## config.mk

```make
export PLATFORM = sky130hd
export DESIGN_NAME = shport_stall_ctl
export DESIGN_NICKNAME = d
export VERILOG_FILES = /design/src/rtl/shp_pkg.sv /design/src/rtl/shp_run_ctl.sv /design/src/rtl/shp_fetch_seq.sv /design/src/rtl/shp_stage_pipe.sv /design/src/rtl/shport_stall_ctl.sv
export SDC_FILE = /design/constraint.sdc
export NUM_CORES = 1
export LEC_CHECK = 0
export BUFFER_PORTS_ARGS = -buffer_cell sky130_fd_sc_hd__buf_2
export CAP_MARGIN = 20
export CORE_ASPECT_RATIO = 0.5
export CORE_MARGIN = 4
export CORE_UTILIZATION = 35
export DETAILED_ROUTE_END_ITERATION = 12
export GPL_TIMING_DRIVEN = 0
export REMOVE_ABC_BUFFERS = 1
export SYNTH_ARGS = -nofsm -noshare
export SYNTH_HDL_FRONTEND = slang
export SYNTH_SLANG_ARGS = --single-unit
```

## constraint.sdc

```tcl
create_clock -name clk -period 3.85 [get_ports clk]
set_input_delay 0.1925 -clock clk [delete_from_list [all_inputs] [get_ports clk]]
set_output_delay 0.1925 -clock clk [all_outputs]
set_load 0.01 [all_outputs]
```

## src/rtl/shp_pkg.sv

```systemverilog
`timescale 1ns/1ps
// Package: shared stage indices and the per-stage token type for the
// shared-port stall controller. Assumes a fixed five-stage in-order pipe.
package shp_pkg;
    localparam int STG_IF  = 0;
    localparam int STG_ID  = 1;
    localparam int STG_EX  = 2;
    localparam int STG_ME  = 3;
    localparam int STG_WB  = 4;
    localparam int NUM_STG = 5;

    // One pipeline slot: token valid plus the instruction's memory flag.
    typedef struct packed {
        logic vld;
        logic mem;
    } slot_t;
endpackage

```

## src/rtl/shp_run_ctl.sv

```systemverilog
`timescale 1ns/1ps
// Run control: accepts a start when idle, latches the program length,
// counts cycles of the run and retired instructions, and raises done
// after the final retire while holding the cycle index of that retire.
// Assumes retire is high only for valid tokens leaving write-back.
module shp_run_ctl #(
    parameter int LEN_W = 8,
    parameter int CYC_W = 24
) (
    input  logic             clk,
    input  logic             rst_n,
    input  logic             start,
    input  logic [LEN_W-1:0] prog_len,
    input  logic             retire,
    output logic             launch,
    output logic             running,
    output logic             done,
    output logic [LEN_W-1:0] len_q,
    output logic [CYC_W-1:0] cyc
);
    logic             running_q;
    logic             done_q;
    logic [CYC_W-1:0] cyc_q;
    logic [LEN_W-1:0] len_r;
    logic [LEN_W-1:0] ret_q;
    logic             last_ret;

    // Accept a start only while no run is active.
    assign launch = start && !running_q;

    // The retire in this cycle is the final one of the run.
    assign last_ret = retire && (({1'b0, ret_q} + 1'b1) == {1'b0, len_r});

    // Run state, cycle counter and retire counter.
    always_ff @(posedge clk) begin
        if (!rst_n) begin
            running_q <= 1'b0;
            done_q    <= 1'b0;
            cyc_q     <= '0;
            len_r     <= '0;
            ret_q     <= '0;
        end else if (launch) begin
            len_r     <= prog_len;
            cyc_q     <= '0;
            ret_q     <= '0;
            running_q <= (prog_len != '0);
            done_q    <= (prog_len == '0);
        end else if (running_q) begin
            if (last_ret) begin
                running_q <= 1'b0;
                done_q    <= 1'b1;
            end else begin
                cyc_q <= cyc_q + 1'b1;
                if (retire) begin
                    ret_q <= ret_q + 1'b1;
                end
            end
        end
    end

    assign running = running_q;
    assign done    = done_q;
    assign len_q   = len_r;
    assign cyc     = cyc_q;


    property done_hold_p;
        @(posedge clk) disable iff (!rst_n)
            (done_q && !start) |=> (done_q && $stable(cyc_q));
    endproperty
    done_hold_chk: assert property (done_hold_p);


    property done_excl_p;
        @(posedge clk) disable iff (!rst_n)
            running_q |-> !done_q;
    endproperty
    done_excl_chk: assert property (done_excl_p);
endmodule

```

## src/rtl/shp_fetch_seq.sv

```systemverilog
`timescale 1ns/1ps
// Fetch sequencer: issues one fetch per cycle while instructions remain,
// unless the memory stage holds the shared port. Fetch is a single-cycle
// slot (no fetch register); the fetched flag goes straight into decode.
// Assumes len_q is stable while running is high.
module shp_fetch_seq #(
    parameter int LEN_W = 8
) (
    input  logic             clk,
    input  logic             rst_n,
    input  logic             launch,
    input  logic             running,
    input  logic [LEN_W-1:0] len_q,
    input  logic             stall,
    output logic             fetch_fire,
    output logic             fetch_wait,
    output logic [LEN_W-1:0] fetch_idx
);
    logic [LEN_W-1:0] fcnt_q;
    logic             more;

    // Instructions remain to be fetched in this run.
    assign more       = running && (fcnt_q != len_q);
    assign fetch_fire = more && !stall;
    assign fetch_wait = more && stall;
    assign fetch_idx  = fcnt_q;

    // Count fetches issued in the current run.
    always_ff @(posedge clk) begin
        if (!rst_n) begin
            fcnt_q <= '0;
        end else if (launch) begin
            fcnt_q <= '0;
        end else if (fetch_fire) begin
            fcnt_q <= fcnt_q + 1'b1;
        end
    end


    property fcnt_bound_p;
        @(posedge clk) disable iff (!rst_n)
            running |-> (fcnt_q <= len_q);
    endproperty
    fcnt_bound_chk: assert property (fcnt_bound_p);
endmodule

```

## src/rtl/shp_stage_pipe.sv

```systemverilog
`timescale 1ns/1ps
// Stage token pipe: holds decode, execute and memory slots plus the
// write-back valid bit. A data access in the memory stage freezes the
// decode slot and pushes an empty slot into execute; later stages keep
// moving. Assumes clear is raised for one cycle when a run launches.
module shp_stage_pipe
    import shp_pkg::*;
(
    input  logic clk,
    input  logic rst_n,
    input  logic clear,
    input  logic if_vld,
    input  logic if_mem,
    output logic stall,
    output logic id_vld,
    output logic ex_vld,
    output logic me_vld,
    output logic wb_vld
);
    slot_t slot_q [STG_ID:STG_ME];
    slot_t if_slot;
    logic  wb_q;

    assign if_slot.vld = if_vld;
    assign if_slot.mem = if_mem && if_vld;

    // Port conflict: memory-stage instruction owns the shared port.
    assign stall = slot_q[STG_ME].vld && slot_q[STG_ME].mem;

    for (genvar s = STG_ID; s <= STG_ME; s++) begin : g_stg
        slot_t nxt;
        if (s == STG_ID) begin : g_id
            // Decode holds during a conflict, else takes the fetch slot.
            assign nxt = stall ? slot_q[s] : if_slot;
        end else if (s == STG_EX) begin : g_ex
            // Execute receives a bubble during a conflict.
            assign nxt = stall ? slot_t'('0) : slot_q[s-1];
        end else begin : g_tail
            // Memory stage always advances from execute.
            assign nxt = slot_q[s-1];
        end

        // Slot register for this stage.
        always_ff @(posedge clk) begin
            if (!rst_n || clear) begin
                slot_q[s] <= '0;
            end else begin
                slot_q[s] <= nxt;
            end
        end
    end

    // Write-back valid follows the memory stage.
    always_ff @(posedge clk) begin
        if (!rst_n || clear) begin
            wb_q <= 1'b0;
        end else begin
            wb_q <= slot_q[STG_ME].vld;
        end
    end

    assign id_vld = slot_q[STG_ID].vld;
    assign ex_vld = slot_q[STG_EX].vld;
    assign me_vld = slot_q[STG_ME].vld;
    assign wb_vld = wb_q;


    property id_freeze_p;
        @(posedge clk) disable iff (!rst_n)
            (stall && slot_q[STG_ID].vld && !clear) |=> slot_q[STG_ID].vld;
    endproperty
    id_freeze_chk: assert property (id_freeze_p);


    property ex_to_me_p;
        @(posedge clk) disable iff (!rst_n)
            (slot_q[STG_EX].vld && !clear) |=> slot_q[STG_ME].vld;
    endproperty
    ex_to_me_chk: assert property (ex_to_me_p);


    property me_to_wb_p;
        @(posedge clk) disable iff (!rst_n)
            (slot_q[STG_ME].vld && !clear) |=> wb_q;
    endproperty
    me_to_wb_chk: assert property (me_to_wb_p);
endmodule

```

## src/rtl/shport_stall_ctl.sv

```systemverilog
`timescale 1ns/1ps
// Top: five-stage token controller with one memory port shared by fetch
// and the memory stage. Ties run control, fetch sequencing and the stage
// pipe together. Assumes instr_mem is the flag of the instruction at
// fetch_idx whenever a fetch takes place.
module shport_stall_ctl
    import shp_pkg::*;
#(
    parameter int LEN_W = 8,
    parameter int CYC_W = 24
) (
    input  logic                 clk,
    input  logic                 rst_n,
    input  logic                 start,
    input  logic [LEN_W-1:0]     prog_len,
    input  logic                 instr_mem,
    output logic [LEN_W-1:0]     fetch_idx,
    output logic [NUM_STG-1:0]   stage_occ,
    output logic                 port_to_data,
    output logic                 port_to_fetch,
    output logic                 fetch_stall,
    output logic                 retire,
    output logic                 done,
    output logic [CYC_W-1:0]     cycle_cnt
);
    logic             launch;
    logic             running;
    logic [LEN_W-1:0] len_q;
    logic             stall;
    logic             fetch_fire;
    logic             fetch_wait;
    logic             id_vld;
    logic             ex_vld;
    logic             me_vld;
    logic             wb_vld;

    shp_run_ctl #(
        .LEN_W (LEN_W),
        .CYC_W (CYC_W)
    ) u_run (
        .clk      (clk),
        .rst_n    (rst_n),
        .start    (start),
        .prog_len (prog_len),
        .retire   (wb_vld),
        .launch   (launch),
        .running  (running),
        .done     (done),
        .len_q    (len_q),
        .cyc      (cycle_cnt)
    );

    shp_fetch_seq #(
        .LEN_W (LEN_W)
    ) u_fetch (
        .clk        (clk),
        .rst_n      (rst_n),
        .launch     (launch),
        .running    (running),
        .len_q      (len_q),
        .stall      (stall),
        .fetch_fire (fetch_fire),
        .fetch_wait (fetch_wait),
        .fetch_idx  (fetch_idx)
    );

    shp_stage_pipe u_pipe (
        .clk    (clk),
        .rst_n  (rst_n),
        .clear  (launch),
        .if_vld (fetch_fire),
        .if_mem (instr_mem),
        .stall  (stall),
        .id_vld (id_vld),
        .ex_vld (ex_vld),
        .me_vld (me_vld),
        .wb_vld (wb_vld)
    );

    // Gather per-stage occupancy in stage order.
    always_comb begin
        stage_occ          = '0;
        stage_occ[STG_IF]  = fetch_fire;
        stage_occ[STG_ID]  = id_vld;
        stage_occ[STG_EX]  = ex_vld;
        stage_occ[STG_ME]  = me_vld;
        stage_occ[STG_WB]  = wb_vld;
    end

    assign port_to_data  = stall;
    assign port_to_fetch = fetch_fire;
    assign fetch_stall   = fetch_wait;
    assign retire        = wb_vld;


    property port_excl_p;
        @(posedge clk) disable iff (!rst_n)
            stall |-> !fetch_fire;
    endproperty
    port_excl_chk: assert property (port_excl_p);


    property retire_in_run_p;
        @(posedge clk) disable iff (!rst_n)
            wb_vld |-> running;
    endproperty
    retire_in_run_chk: assert property (retire_in_run_p);
endmodule

```

After elaboration in Yosys (flattened, before gate mapping)
Memories as Yosys holds them, arrays and structs flattened.
Cells that the tools add are included.

word-level totals
  bits of input ports = 12
  output and inout port bits = 42
  latch bits = 0
  memories kept = 1
  ROM bits = 0
  register bits = 51
  bits in writable memories = 6

memory list
  memory         words  bits a word  rd ports  clocked after Yosys merged registers in  write ports  RTL line              source
  u_pipe.slot_q  3      2            3         0                                        3            shp_stage_pipe.sv:20  slot_t slot_q [STG_ID:STG_ME];

operators by class
  shifts and indexed selects = 0
  bitwise logic cells = 5
  $mul = 0
  order comparisons = 0
  div/mod/pow operators = 0
  eq/ne operators = 2
  add/subtract/negate cells = 4
  reductions and logical operators = 19
  muxes and demuxes = 14

operators by type and width
  operator                                       count
  adder 24 x 1 -> 24 bit, second input constant  1
  adder 8 x 1 -> 8 bit, second input constant    2
  two-way mux 2 bit                              5
  adder 8 x 1 -> 9 bit, second input constant    1
  == test 9 x 8 -> 1 bit                         1
  two-way mux 1 bit                              9
  logical NOT 8 bit                              1
  != test 8 bit                                  1
  nonzero test 8 bit                             1
  logical AND 1 bit                              7
  AND reduction 2 bit                            2
  nonzero test 2 bit                             2
  logical NOT 1 bit                              3
  bitwise OR 1 bit                               3
  AND reduction 3 bit                            1
  inverter 1 bit                                 2
  OR reduction 2 bit                             1
  logical OR 1 bit                               1

Logic depth before layout (Yosys ltp)
Gate-level depths: netlist (run 1).

  word-level depth = 6
  depth in mapped cells = 9

Cells and area by module
From an unflattened synthesis (run 1), not the netlist that was laid out.

unflattened totals
  cells, all modules = 355
  area total of the unflattened synthesis = 3065.4 um^2

by module, submodules not included
  module            cells an instance  area each (um^2)  times used
  shp_run_ctl       269                2296.0            1
  shp_fetch_seq     59                 491.7             1
  shp_stage_pipe    22                 240.2             1
  shport_stall_ctl  5                  37.5              1

Least setup slack after synthesis (run 1)
No wires, ideal clock.

  path type = register to register
  start point = register u_run.ret_q[0]
  end point = register u_run.ret_q[2]
  arrival time = 2.173 ns
  period minus slack after synthesis = 2.289 ns
  cell stages (with the launch flop) = 9
  setup slack = 1.561 ns
  path buffers = 1
  library setup time = 0.116 ns
  required time = 3.734 ns
  cells stage by stage = dfxtp_1 -> ha_1 -> nand2b_1 -> o211a_1 -> o32ai_1 -> o2111a_2 -> buf_6 -> nor2_2 -> a41o_1

on the way
  word-level cells in the longest chain between the ends = 5
  elaborated cells on any way between the ends = 6
  classes of those cells = 2 x add/sub; 1 x eq/ne; 1 x bitwise; 2 x reduce/logical

RTL lines
  what                                  RTL line           source
  start, declared                       shp_run_ctl.sv:25  logic [LEN_W-1:0] ret_q;
  start signal, assigned                shp_run_ctl.sv:55  ret_q <= ret_q + 1'b1;
  adder 8 x 1 -> 9 bit                  shp_run_ctl.sv:32  assign last_ret = retire && (({1'b0, ret_q} + 1'b1) == {1'b0, len_r});
  == test 9 x 8 -> 1 bit                shp_run_ctl.sv:32
  logical AND 1 bit                     shp_run_ctl.sv:32
  inverter 1 bit (no source line)       n/a
  AND reduction 3 bit (no source line)  n/a

Parallel ways exist; a longest one is shown, timed or not.
A chain may end at the register's enable or synchronous reset.

Worst setup path after layout (run 1)
  start point = register u_run.running_q (netlist: u_run.running)
  end point = register u_run.cyc_q[0] (netlist: u_run.cyc[0])

on the way
  word-level cells in the longest chain between the ends = 3
  elaborated cells on any way between the ends = 4
  classes of those cells = 4 x reduce/logical

RTL lines
  what                                 RTL line           source
  start, declared                      shp_run_ctl.sv:21  logic running_q;
  start signal, assigned               shp_run_ctl.sv:46  running_q <= (prog_len != '0);
  logical NOT 1 bit                    shp_run_ctl.sv:29  assign launch = start && !running_q;
  logical AND 1 bit                    shp_run_ctl.sv:29
  OR reduction 2 bit (no source line)  n/a
  end signal, assigned                 shp_run_ctl.sv:53  cyc_q <= cyc_q + 1'b1;
  end, declared                        shp_run_ctl.sv:23  logic [CYC_W-1:0] cyc_q;

Parallel ways exist; a longest one is shown, timed or not.

==> results of run 1 <==
synth_stat cells, drive strengths merged (3+ instances only):
cell type  instances
and2               4
inv               11
nand2             37
or3                3
o211a              3
or4               20
o21a               3
o31ai             20
o21ai              8
ha                 3
clkbuf            13
nand4             13
dfxtp             57
a41o               5
buf               12
and3              10
nor2              21
a21boi             8
nand3             17
a21oi             31
xnor2             15
nor4               4
nand2b             3
xor2               7
o211ai             3
registers in the layout, indices dropped and copies added (netlist names):
| name | count |
|---|---|
| u_run.done | 1 |
| u_pipe.slot_q | 6 |
| u_fetch.fetch_idx | 8 |
| u_run.running | 1 |
| u_run.ret_q | 8 |
| u_run.cyc | 24 |
| u_run.len_q | 8 |
| u_pipe.wb_vld | 1 |
metrics by stage:
step | hold WS, ns | area (sq um)
detailed placement | 0.444 | 3320
CTS | 0.101 | 3640
global route | 0.115 | 3640
floorplan | 0.310 | 2890
global placement | 0.439 | 3290
finish | 0.109 | 3640
worst max-delay path, stage by stage (launching register included):
cell	delay [ns]
dfxtp_1	0.72
inv_1	0.56
nand2_1	0.50
nand2_1	0.52
or4_1	0.62
o21ai_1	0.07
metal layers:
layer / share of wire (%) / track usage [%] / vias up
li1: - / - / 1413
met4: 1.5 / 5.80 / 0
met2: 42 / 23.2 / 54
met3: 5.6 / 5.78 / 9
met5: 0 / 0 / -
met1: 51 / 21.0 / 1261
report_power, final:
| group | switching (W) | internal [W] |
|---|---|---|
| combinational | 0.0000600 | 0.0000341 |
| sequential | 0.0000164 | 0.000601 |
| clock | 0.000265 | 0.000566 |
| total | 0.000341 | 0.00120 |
how the worst max path moves through the flow:
stage | endpoint | from | slack [ns]
detailed placement | u_run.cyc[0] | u_run.running | 0.82
finish | u_run.cyc[0] | u_run.running | 0.77
global route | u_run.cyc[0] | u_run.running | 0.49
CTS | u_run.cyc[0] | u_run.running | 0.78
global placement | u_run.cyc[0] | u_run.running | 0.21
floorplan | u_run.cyc[0] | u_run.running | 1.37
cell families (layout without fill, tap and decap cells):
family | Yosys count | count (layout) | synth area share [%]
muxes | 2 | 2 | 0.657
buffers and inverters | 36 | 80 | 6.53
adders and majority gates | 3 | 3 | 1.23
DFF | 57 | 57 | 37.5
and+or+nand+nor | 140 | 140 | 25.0
AOI/OAI and AO/OA | 97 | 97 | 22.8
xor gates and xnor gates | 22 | 22 | 6.32
final cells by class:
type                    count  area, sq um  share of cell area, %
flip-flops and latches     57         1140                   31.4
multi-input cells         264         1710                   46.9
inverters                  11         41.3                   1.14
well taps                 112          140                   3.85
clock buffers              13          280                   7.71
clock inverters             2         35.0                  0.963
repair buffers             54          293                   8.05
==> out/summary.txt, run 1 <==
outcome - finished, final reports clean
Synth Warn # - 0
area leader, netlist - dfxtp_1
# rows - 23
Die Y - 74.0 microns
CP Max Fanout - 27
Pwr Total - 0.00154 W
Hold Path Stages - 3
share of layout cells above drive strength 1 - 20.0%
RR Endpoint - u_run.cyc[0]
clk_lat worst skew - 0.33 ns
Arr. time, crit path - 3.34 ns
chip width - 140 microns
grt ovf - 0
Avg WL per Cell - 15.0 microns
Setup WS pre-CTS - 0.818 ns
diodes inserted - 0
initial antenna violation count - 0
Critical R2R Launch - u_run.running
Port Buffers - 53
first-pass GRT wire length - 12.8 mm
PD cells - 424 nW/um^2
worst-margin pin slew - 0.814 ns
Clock transition at path regs - 0.05 ns
detail-routed via count per cell - 5.34
final setup violation count - 0
CTS hold repair buffers - 0
postcts setup bufs - 0
nets - 412
Max Transition Viols Final - 0
register area share after synthesis - 37.5%
Post-synth EDFFs - 0
Leak Pwr - 1.37 nW
Hold Path Origin - instr_mem
Worst R2R Setup Slack - 0.77 ns
WL final - 7.72 mm
Period minus WS final - 3.08 ns
Clock Root Buffer - clkbuf_16
maximum vdd drop - 0.000220 V
Initial Util - 37.0%
area grow syn2layout - 19.4%
Max Fclk - 325 MHz
antenna viol nets, final - 0
DR iter-0 viols - 158
Reg2Reg Depth - 5
CP required - 4.11 ns
Num Clock Sinks - 57
Max transition margin - 45.6%
final worst setup slack - 0.770 ns
final std cells w/o fill - 513
WS Path Type - reg -> reg
number of synthesized register bits - 57
ratio of final minimum period to clock period - 80.0%
fill cell count - 846
Area contributors post-synth - dfxtp_1 (37%), or4_1 (4.9%), a21oi_1 (4.8%)
Worst setup SP type - flop
leading cell type in the layout, fill and taps excluded - dfxtp_1
Critical Path End Type - flop
RSZ-0062 raised after global routing - false
main flop type after synthesis - dfxtp_1
# IOs - 54
final-report hold violation count - 0
DRT Pass-1 Iters - 4
vias in the first global route - 2600
TritonCTS buffer count - 9
H-tree lvl count - 3
mapped cell area - 3050 sq um
Synth top area share - 37.5%
clk buf depth - 2
CTS tree - built
Final Wtd Congestion - 0.849
Post-Synthesis Cells - 357
Remaining DRCs - 0
largest net degree at the start of global routing - 40
Placed Instances - 498
synth unique cells - 54
Resize count post-CTS - 0
Mapped Avg Cell Area - 8.53 sq um
Setup Skew - 0.00503 ns
Post-Route Utilization - 44.2%
most frequent cells in the layout - dfxtp_1 (57), buf_2 (53), nand2_1 (36)
number of max-cap violations - 0
DP Wirelength - 5.40 mm
DR vias - 2737
worst hold path class - in -> reg
Die ar. - 10400 sq um
setup TNS - 0 ns
Total GRT Usage - 15.6%
worst min-delay path endpoint - u_pipe.slot_q[0][2]
core area - 8230 sq um
Synth async-reset ratio - 0%
No activity file was read; power rests on OpenSTA's default activity.
==> run 2, diff against run 1 <==
- ABC_AREA: not set -> 1
- clock period: 3.85 -> 3.25 ns (I/O delays scaled with it)
==> run 2 against run 1 <==
Compared with the run above:
- sequential share of layout area down 2.0 points
- clock-buffer cell count down 2
- non-clock buffer count up 1
- combinational power up 42%
- fmax up 7.1%
- via count up 16%
- die area up 7.1%
- largest power group unchanged
==> out/summary.txt, run 2 <==
outcome - finished, final reports clean
Die Y - 76.5 microns
placed cell areas - 3610 sq um
WS Path Type - reg -> reg
Mapped Avg Cell Area - 6.63 sq um
Worst setup SP type - flop
Setup WS pre-CTS - 0.422 ns
detail-routed via count per cell - 4.82
final-report hold violation count - 0
mapped cell area - 3280 sq um
initial antenna violation count - 0
area grow syn2layout - 18.5%
share of layout cells above drive strength 1 - 17.3%
diodes inserted - 0
WL final - 8.53 mm
CP Max Fanout - 32
chip width - 145 microns
Final Wtd Congestion - 0.861
DR vias - 3184
core area - 8920 sq um
area leader, netlist - dfxtp_1
Initial Util - 36.8%
Avg WL per Cell - 12.9 microns
Slowest cell on crit path - dfxtp_1
Setup Skew - 0.00868 ns
worst-margin pin slew - 0.889 ns
postcts setup bufs - 0
cell area after layout - 3890 sq um
Largest register FFs - 24
# IOs - 54
register area share after synthesis - 34.8%
clk buf depth - 2
Resize count post-CTS - 0
DR iter-0 viols - 188
final worst setup slack - 0.375 ns
antenna viol nets, final - 0
Total GRT Usage - 15.8%
Post-Route Utilization - 43.6%
final setup violation count - 0
Synth Warn # - 0
CTS tree - built
# rows - 24
Port Buffers - 53
Num Clock Sinks - 57
setup TNS - 0 ns
most used cell, CP - nor2_1
Synth async-reset ratio - 0%
ratio of final minimum period to clock period - 88.4%
number of synthesized register bits - 57
Synth top area share - 34.8%
Max Fclk - 348 MHz
Post-synth EDFFs - 0
maximum vdd drop - 0.000254 V
first-pass GRT wire length - 14.5 mm
Clock transition at path regs - 0.05 ns
Crit path largest cell delay - 0.63 ns
final std cells w/o fill - 661
Area contributors post-synth - dfxtp_1 (35%), nand2_1 (13%), inv_1 (7.4%)
RSZ-0062 raised after global routing - false
number of max-cap violations - 0
TritonCTS buffer count - 9
Die ar. - 11100 sq um
vias in the first global route - 2932
most frequent cells in the layout - nand2_1 (116), inv_1 (65), dfxtp_1 (57)
worst hold path class - in -> reg
Max Transition Viols Final - 0
Leak Pwr - 1.64 nW
main flop type after synthesis - dfxtp_1
CP required - 3.47 ns
CTS hold repair buffers - 0
Clock Root Buffer - clkbuf_16
Post-Synthesis Cells - 495
H-tree lvl count - 3
synth unique cells - 29
Remaining DRCs - 0
clk_lat worst skew - 0.33 ns
CP cell instances - a21boi_0 -> nand3_1 -> nor2_1 -> nand3_1 -> nor2_1 -> nand3_2 -> nand2_4 -> inv_1 -> nor2_1 -> nor2_1
fill cell count - 933
count leader, synth - nand2_1
nets - 555
grt ovf - 0
leading cell type in the layout, fill and taps excluded - nand2_1
Placed Instances - 646
PD cells - 455 nW/um^2
Period minus WS final - 2.87 ns
Arr. time, crit path - 3.09 ns
Critical Path End Type - flop
top cells by count, synth - nand2_1 (116), inv_1 (65), dfxtp_1 (57)
Reg2Reg Depth - 10
largest net degree at the start of global routing - 33
Max transition margin - 40.5%
Hold Path Stages - 3
DRT Pass-1 Iters - 4
DP Wirelength - 6.19 mm
-- run 2: cell count changes in the layout (fill, tap and decap cells not counted), sizes merged, moves of 7 or more --
cell | previous run | this run
xor2 | 7 | 15
o21ai | 8 | 18
inv | 11 | 66
and3 | 10 | 2
nand2 | 37 | 128
a21oi | 31 | 38
nor3 | 2 | 12
o31ai | 20 | 0
xnor2 | 15 | 8
nand3 | 17 | 45
nor2 | 21 | 52
a21boi | 8 | 1
or4 | 20 | 0
nand4 | 13 | 27
-- run 2: kinds of logic (layout without fill, tap and decap cells) --
| family | Yosys count | count (layout) | share of synthesized area (%) |
|---|---|---|---|
| buffers and inverters | 87 | 136 | 11.2 |
| AO/OA/AOI/OAI | 58 | 58 | 10.1 |
| AND/OR/NAND/NOR | 267 | 267 | 36.7 |
| adder cells (fa/ha/maj) | 3 | 3 | 1.14 |
| XOR/XNOR | 23 | 23 | 6.14 |
| flip-flops | 57 | 57 | 34.8 |
-- run 2: through the flow --
step | power [W] | hold WS (ns)
4_1_cts | 0.00179 | 0.0869
5_1_grt | 0.00184 | 0.0945
3_3_place_gp | 0.000877 | 0.396
6_report | 0.00177 | 0.0915
2_1_floorplan | 0.000829 | 0.285
3_5_place_dp | 0.000885 | 0.406
-- run 2: worst paths after layout --
kind	start	end	slack, ns
max	u_pipe.wb_vld	u_run.cyc[1]	0.38
max reg2reg	u_pipe.wb_vld	u_run.cyc[1]	0.38
min reg2reg	u_pipe.slot_q[0][4]	u_pipe.slot_q[0][6]	0.42
min	instr_mem	u_pipe.slot_q[0][2]	0.09
-- run 2: worst max-delay path, delay by kind of cell (launching register included) --
family	cells	cell delay [ns]
AO/OA/AOI/OAI	1	0.24
flip-flops	1	0.63
buffers and inverters	1	0.11
AND/OR/NAND/NOR	8	1.76
-- run 2: where the power goes --
group | leakage [nW] | internal (W) | total [W] | switching (W)
Sequential | 0.462 | 0.000716 | 0.000737 | 0.0000213
Combinational | 1.04 | 0.0000452 | 0.000134 | 0.0000891
Clock | 0.139 | 0.000584 | 0.000897 | 0.000313
-- run 2: area by class of cell --
| cell class | instances | area [sq um] | area share [%] |
|---|---|---|---|
| Tap cell | 117 | 146 | 3.76 |
| Sequential cell | 57 | 1140 | 29.3 |
| Clock buffer | 11 | 233 | 5.98 |
| Clock inverter | 4 | 45.0 | 1.16 |
| Multi-Input combinational cell | 351 | 1770 | 45.6 |
| Inverter | 66 | 248 | 6.37 |
| Timing Repair Buffer | 55 | 304 | 7.82 |
-- run 2: per-layer routing --
metal,GRT usage (%),vias up,wire (microns)
met2,24.7,65,3740
met1,21.6,1425,4290
met4,3.41,0,56
met5,0,-,0
met3,4.63,6,432
li1,-,1688,-
==> run 3, diff against run 2 <==
- ABC_AREA: 1 -> not set
- CTS_BUF_LIST: not set -> sky130_fd_sc_hd__clkbuf_16
- SKIP_CTS_REPAIR_TIMING: not set -> 1
==> run 3 against run 2 <==
Compared with the run above:
- via count decreased by 13%
- non-clock buffer count decreased by 1
- critical path depth decreased by 3
- clock-buffer cell count decreased by 2
- cell count decreased by 22%
- wire length decreased by 5.8%
- global-route usage decreased by 0.34 points
- die area decreased by 6.6%
- clock skew decreased by 0.0037 ns
- sequential power decreased by 0.5%
- power decreased by 2.2%
- first-iteration DRC count decreased by 4.3%
- critical endpoint is now u_run.cyc[23]
==> out/summary.txt, run 3 (synthesis results as in run 1) <==
outcome - finished, final reports clean
WS Path Type - reg -> reg
# rows - 23
DRT Pass-1 Iters - 4
H-tree lvl count - 3
Slowest cell on crit path - o2111a_1
number of max-cap violations - 0
leading cell type in the layout, fill and taps excluded - dfxtp_1
DR vias - 2767
Port Buffers - 53
final std cells w/o fill - 515
most frequent cells in the layout - dfxtp_1 (56), buf_2 (53), nand2_1 (36)
final worst setup slack - 0.505 ns
CP cell instances - ha_1 -> nand3_2 -> or3_1 -> a21oi_2 -> o2111a_1 -> or4_1 -> a21oi_1
antenna viol nets, final - 0
TritonCTS buffer count - 9
Worst R2R Setup Slack - 0.51 ns
maximum vdd drop - 0.000249 V
largest net degree at the start of global routing - 40
Critical R2R Launch - u_run.ret_q[0]
Setup crit start - u_run.ret_q[0]
Num Clock Sinks - 57
Period minus WS final - 2.74 ns
clk buf depth - 2
area grow syn2layout - 19.0%
Setup WS pre-CTS - 0.218 ns
chip width - 140 microns
RSZ-0062 raised after global routing - false
WL final - 8.03 mm
grt ovf - 0
nets - 414
Max Fclk - 364 MHz
Initial Util - 37.0%
Placed Instances - 498
Critical Path End Type - flop
clk_lat worst skew - 0.32 ns
family with the most delay on the worst path - compound AO/OA/AOI/OAI gates
Largest register FFs - 24
ratio of final minimum period to clock period - 84.5%
# IOs - 54
worst hold path class - in -> reg
diodes inserted - 0
Avg WL per Cell - 15.6 microns
vias in the first global route - 2559
Clock Root Buffer - clkbuf_16
CP required - 3.46 ns
Crit path largest cell delay - 0.70 ns
Worst setup SP type - flop
Max Transition Viols Final - 0
Clock transition at path regs - 0.05 ns
DP Wirelength - 5.40 mm
Max transition margin - 37.6%
DR iter-0 viols - 180
Setup Skew - 0.00501 ns
share of layout cells above drive strength 1 - 19.9%
initial antenna violation count - 0
worst-margin pin slew - 0.933 ns
detail-routed via count per cell - 5.37
Pwr Total - 0.00173 W
CTS tree - built
first-pass GRT wire length - 12.7 mm
Total GRT Usage - 15.4%
CP Max Fanout - 19
Die ar. - 10400 sq um
Final Wtd Congestion - 0.849
Crit path buffers/inverters - 0
Post-Route Utilization - 44.1%
Hold Path Origin - instr_mem
fill cell count - 847
Die Y - 74.0 microns
core area - 8230 sq um
final setup violation count - 0
Leak Pwr - 1.35 nW
Arr. time, crit path - 2.95 ns
Remaining DRCs - 0
PD cells - 477 nW/um^2
final-report hold violation count - 0
run 3: path summary, 6_finish.rpt:
check / end / cells past startpoint
hold reg to reg: u_pipe.slot_q[0][6] / 1
hold / removal: u_pipe.slot_q[0][2] / 3
setup / recovery: u_run.cyc[23] / 7
setup reg to reg: u_run.cyc[23] / 7
run 3: final cells by class:
cell class | count | area, sq um | area share (%)
clock buffer | 9 | 225 | 6.21
clock inverter | 6 | 50.0 | 1.38
inverter | 11 | 45.0 | 1.24
multi-input combinational | 265 | 1730 | 47.6
sequential | 57 | 1140 | 31.5
tap | 112 | 140 | 3.86
timing repair buffer | 54 | 293 | 8.07
timing repair inverter | 1 | 5.00 | 0.138
run 3: power breakdown:
| group | internal (W) | switching (W) | total (W) |
|---|---|---|---|
| logic | 0.0000418 | 0.0000745 | 0.000116 |
| registers | 0.000713 | 0.0000207 | 0.000733 |
| clock network | 0.000575 | 0.000305 | 0.000880 |
run 3: worst register-to-register path, delay by kind of cell (launching register included):
| family | cells | cell delay, ns |
|---|---|---|
| and+or+nand+nor | 3 | 0.80 |
| adders and majority gates | 1 | 0.30 |
| DFF | 1 | 0.43 |
| AOI/OAI and AO/OA | 3 | 1.10 |
run 3: metrics by stage:
| step | hold slack (ns) | cell area, sq um | TNS, ns |
|---|---|---|---|
| 6_report | 0.0855 | 3630 | 0 |
| 3_5_place_dp | 0.414 | 3320 | 0 |
| 5_1_grt | 0.0858 | 3630 | 0 |
| 4_1_cts | 0.0704 | 3600 | 0 |
| 3_3_place_gp | 0.409 | 3290 | -0.475 |
| 2_1_floorplan | 0.280 | 2890 | 0 |
run 3: layer usage:
metal / vias up / GRT usage [%] / routed length, microns
met3: 2 / 5.72 / 334
met2: 53 / 22.8 / 3410
li1: 1420 / - / -
met1: 1292 / 21.0 / 4250
met4: 0 / 5.37 / 41
met5: - / 0 / 0
